File: src/rtl/hs_shaper_pkg.sv
package hs_shaper_pkg;

    localparam int SMP_W = 12;
    localparam int SPC   = 8;
    localparam int PH_W  = $clog2(SPC);
    localparam int HALF  = SPC / 2;

    typedef logic signed [SMP_W-1:0] sample_t;
    typedef logic [PH_W-1:0]         phase_t;

    localparam phase_t  PH_LAST = phase_t'(SPC - 1);
    localparam sample_t SMP_MIN = {1'b1, {(SMP_W-1){1'b0}}};

    typedef struct packed {
        logic   live;
        logic   load;
        phase_t phase;
    } slot_t;

    // Magnitude of the arch at phase k, mirrored about the chip centre.
    function automatic sample_t hs_mag(phase_t k);
        phase_t m;
        m = (k < phase_t'(HALF)) ? k : PH_LAST - k;
        case (m)
            phase_t'(0): return sample_t'(399);
            phase_t'(1): return sample_t'(1137);
            phase_t'(2): return sample_t'(1702);
            default:     return sample_t'(2008);
        endcase
    endfunction

    function automatic sample_t hs_apply(logic chip, logic live, phase_t k);
        sample_t mag;
        mag = hs_mag(k);
        if (!live)
            return '0;
        return chip ? mag : -mag;
    endfunction

endpackage

File: src/rtl/hs_chip_seq.sv
module hs_chip_seq
    import hs_shaper_pkg::*;
(
    input  logic  clk,
    input  logic  rst,
    input  logic  chip_stb,
    output slot_t slot
);
    logic   busy_q;
    phase_t ph_q;

    always_comb begin
        slot.load  = chip_stb;
        slot.live  = chip_stb | busy_q;
        slot.phase = chip_stb ? '0 : ph_q;
    end

    always_ff @(posedge clk) begin
        if (rst) begin
            busy_q <= 1'b0;
            ph_q   <= '0;
        end else if (slot.live) begin
            ph_q   <= slot.phase + 1'b1;
            busy_q <= (slot.phase != PH_LAST);
        end
    end

    // A running arch never sits on phase zero between strobes.
    assert_busy_phase_R5: assert property (@(posedge clk) disable iff (rst)
        busy_q |-> (ph_q != '0));

endmodule

File: src/rtl/hs_branch.sv
module hs_branch
    import hs_shaper_pkg::*;
(
    input  logic    clk,
    input  logic    rst,
    input  slot_t   slot,
    input  logic    chip_bit,
    output sample_t shaped
);
    logic held_q;
    logic bit_now;

    always_ff @(posedge clk) begin
        if (rst)
            held_q <= 1'b0;
        else if (slot.load)
            held_q <= chip_bit;
    end

    assign bit_now = slot.load ? chip_bit : held_q;
    assign shaped  = hs_apply(bit_now, slot.live, slot.phase);

endmodule

File: src/rtl/hs_delay.sv
module hs_delay #(
    parameter int W     = 13,
    parameter int DEPTH = 1
) (
    input  logic         clk,
    input  logic         rst,
    input  logic [W-1:0] d,
    output logic [W-1:0] q
);
    logic [W-1:0] stg [DEPTH];

    for (genvar j = 0; j < DEPTH; j++) begin : g_stage
        if (j == 0) begin : g_head
            always_ff @(posedge clk) begin
                if (rst) stg[j] <= '0;
                else     stg[j] <= d;
            end
        end else begin : g_tail
            always_ff @(posedge clk) begin
                if (rst) stg[j] <= '0;
                else     stg[j] <= stg[j-1];
            end
        end
    end

    assign q = stg[DEPTH-1];

endmodule

File: src/rtl/hs_oqpsk_shaper.sv
module hs_oqpsk_shaper
    import hs_shaper_pkg::*;
(
    input  logic                    clk,
    input  logic                    rst,
    input  logic                    chip_stb,
    input  logic                    chip_i,
    input  logic                    chip_q,
    output logic                    smp_stb,
    output logic signed [SMP_W-1:0] smp_i,
    output logic signed [SMP_W-1:0] smp_q
);
    slot_t      slot;
    logic [1:0] chip_bits;
    logic [SMP_W:0] lane_out [2];

    assign chip_bits = {chip_q, chip_i};

    hs_chip_seq u_seq (
        .clk      (clk),
        .rst      (rst),
        .chip_stb (chip_stb),
        .slot     (slot)
    );

    // Lane 0 is in-phase (one register), lane 1 is quadrature (half chip more).
    for (genvar b = 0; b < 2; b++) begin : g_lane
        localparam int DEP = (b == 0) ? 1 : HALF + 1;
        sample_t shaped;

        hs_branch u_br (
            .clk      (clk),
            .rst      (rst),
            .slot     (slot),
            .chip_bit (chip_bits[b]),
            .shaped   (shaped)
        );

        hs_delay #(.W(SMP_W + 1), .DEPTH(DEP)) u_dl (
            .clk (clk),
            .rst (rst),
            .d   ({slot.live, shaped}),
            .q   (lane_out[b])
        );
    end

    assign smp_i   = lane_out[0][SMP_W-1:0];
    assign smp_q   = lane_out[1][SMP_W-1:0];
    assign smp_stb = lane_out[0][SMP_W] | lane_out[1][SMP_W];

    assert_pos_arch_R2: assert property (@(posedge clk) disable iff (rst)
        (chip_stb && chip_i) |=> (smp_stb && smp_i > 0));

    assert_neg_arch_R3: assert property (@(posedge clk) disable iff (rst)
        (chip_stb && !chip_i) |=> (smp_stb && smp_i < 0));

    assert_idle_zero_R4: assert property (@(posedge clk) disable iff (rst)
        !smp_stb |-> (smp_i == '0 && smp_q == '0));

    assert_q_lag_start_R7: assert property (@(posedge clk) disable iff (rst)
        $rose(smp_stb) |-> (smp_q == '0));

    assert_sym_range_R9: assert property (@(posedge clk) disable iff (rst)
        smp_stb |-> (smp_i != SMP_MIN && smp_q != SMP_MIN));

endmodule

File: config.mk
export PLATFORM = sky130hd
export DESIGN_NAME = hs_oqpsk_shaper
export DESIGN_NICKNAME = d
export VERILOG_FILES = /design/src/rtl/hs_shaper_pkg.sv /design/src/rtl/hs_chip_seq.sv /design/src/rtl/hs_branch.sv /design/src/rtl/hs_delay.sv /design/src/rtl/hs_oqpsk_shaper.sv
export SDC_FILE = /design/constraint.sdc
export NUM_CORES = 1
export LEC_CHECK = 0
export CELL_PAD_IN_SITES_DETAIL_PLACEMENT = 0
export CELL_PAD_IN_SITES_GLOBAL_PLACEMENT = 1
export CORE_ASPECT_RATIO = 0.9
export CORE_MARGIN = 2
export CORE_UTILIZATION = 54
export CTS_CLUSTER_DIAMETER = 30
export DETAILED_ROUTE_END_ITERATION = 7
export DONT_BUFFER_PORTS = 1
export PLACE_DENSITY = 0.87
export SLEW_MARGIN = 20
export SYNTH_ARGS = -nofsm -noshare
export SYNTH_HDL_FRONTEND = slang
export SYNTH_HIERARCHICAL = 1
export SYNTH_SLANG_ARGS = --single-unit
File: constraint.sdc
create_clock -name clk -period 5.1 [get_ports clk]
set_clock_uncertainty 0.2 [all_clocks]
set_input_delay 0.51 -clock clk [delete_from_list [all_inputs] [get_ports clk]]
set_output_delay 0.51 -clock clk [all_outputs]
set_load 0.03 [all_outputs]
==> metrics <==
status finished clean; largest fanout on the critical path 6; CTS H-tree lvls 3; Setup CP Type reg -> reg; # Post-CTS Setup Buffers 0; Synth area leaders dfxtp_1 (56%), nor2b_2 (11%), nor2b_1 (7.5%); Pwr Density 408 nW/um^2; number of max-cap violations 0; hold slack 0.0259 ns; P_leak ~0.0013 uW; crit start category flip-flop; setup slack, reg-to-reg 2.98 ns; drt first pass iters 4; Routed WL between 3 and 4 mm; commonest non-fill, non-tap cell in the layout dfxtp_1; Fin Setup TNS 0 ns; endpoint required time on the critical path 5.14 ns; Initial Utilization 0.566; routed via count 1496; WP data arrival 2.17 ns; Post-CTS Hold Buffers 0; port buffer count 0; clk sinks between 80 and 90; Avg Cell Area, Syn ~12 um^2; DR DRC count 0; clock buffer depth 2; RSZ-0062 raised after global routing no; Routed WL per cell 11.1 um; Top FF cell, synth dfxtp_1; layout cells sized above 1 0.270; flop and latch count out of synthesis 84; Fin. Hold Viols 0; DP Wirelength 2.21 mm; Fillers 453; commonest non-fill, non-tap cells in the layout dfxtp_1 (84), nor2b_2 (38), nor2b_1 (36), nor2_1 (12), ha_1 (10); ys async rst share 0; largest net degree at the start of global routing 85; Netlist Area Pre-Place 3010 um^2; sequential area share after synthesis 0.559; post-synth top area share 0.559; Routed Antenna Nets 0; Worst-path clk slew about 0.08 ns; Inserted Diodes 0; crit path capture type flip-flop; clock insertion delay at the later pin of the skew report 0.34 ns; initial antenna violation count 0; die height 74.8 um; TritonCTS Buffers 9; Root Driver clkbuf_8; cts repair resizes 0; Area growth syn-to-layout 6.61%; fin. max-slew vios 0; EDFF count, synth 0; Die Wd 82.7 um; # IOs 30; Peak VDD IR 0.000232 V; worst hold path type in -> reg; CTS tree done; Synth area leader dfxtp_1; placed instance area 2990 um^2; Initial DRC Count 58; Tot GR Track Use 0.137; Synth cell types 31; Syn Nets 269; Highest Clock Rate between 400 and 500 MHz; first-pass GRT wire length 6.22 mm; YS warnings 6; number of global-route vias before repair around 1400; Final Cycle Share 0.416; final instance area 3210 um^2; Period minus WS final roughly 2.1 ns; via-per-instance ratio 4.59; Final nets 269; Slew @ Worst Pin 0.444 ns; Max-Slew Margin vs Limit 0.704; final setup fails 0; Syn Inst Count 254; Rows 25; Core Region 5320 um^2; RePlAce Congestion 0.739; grt ovf 0; Die ar. 6180 um^2
-- per-stage QoR --
stage	power [uW]	utilization	setup WS [ns]	std cells
floorplan	817	-	2.89	254
global placement	810	0.561	2.83	310
detailed placement	812	0.561	2.79	310
CTS	1330	0.603	2.97	326
global route	1360	0.603	2.81	326
finish	1310	0.603	2.98	326
-- path summary, 6_finish.rpt --
path	from	cells past startpoint	to
worst max register to register	u_seq/ph_q[0]	6	g_lane[0].u_dl/stg[0][5]
worst min-delay path	rst	1	u_seq/ph_q[0]
worst min register to register	g_lane[1].u_dl/stg[2][6]	1	g_lane[1].u_dl/stg[3][6]
worst max-delay path	u_seq/ph_q[0]	6	g_lane[0].u_dl/stg[0][5]
-- flip-flops by register name (all words and copies together), names as in the netlist --
| name | count |
|---|---|
| u_seq/busy_q | 1 |
| g_lane.u_br/held_q | 2 |
| g_lane.u_dl/stg | 78 |
| u_seq/ph_q | 3 |
-- cell usage after synthesis (all sizes together) (4+ instances only) --
cell type	count
a211oi	4
a21oi	7
and2	4
and2b	5
buf	11
dfxtp	84
ha	10
inv	5
nand2	8
nor2	12
nor2b	76
xnor2	7
-- layer usage --
layer  track usage  wire (um)
met5             0          0
met4        0.0601         82
met3        0.0707        187
met2         0.204       1630
met1         0.167       1730
-- logic make-up (layout without fill, tap and decap cells) --
family / count (synthesis) / count (layout) / synth area share
simple gates: 116 / 116 / 0.268
buf+inv: 16 / 21 / 0.0416
fa+ha+maj: 10 / 10 / 0.0416
compound gates: 15 / 15 / 0.0308
flops: 84 / 84 / 0.559
xor+xnor: 9 / 9 / 0.0362
mux: 4 / 4 / 0.0225
-- worst max-delay path, cell delays in order, from the launching register on --
cell	delay, ns
dfxtp_1	0.35
nor2b_1	0.40
xor2_2	0.32
ha_1	0.32
xnor2_1	0.14
and2_1	0.16
nor2b_2	0.14
-- layout make-up --
cell class	instances	area [um^2]	share of cell area
flip-flops and latches	84	1680	0.524
well taps	67	83.8	0.0261
multi-input cells	154	1200	0.375
clock buffers	10	128	0.0398
clock inverters	6	93.8	0.0293
inverters	5	18.8	0.00585
-- report_power, final --
part	internal [uW]	switching (uW)
clock network	281	231
logic	47.5	35.8
registers	686	26.5
total	1010	293
No activity file was read; power rests on OpenSTA's default activity.
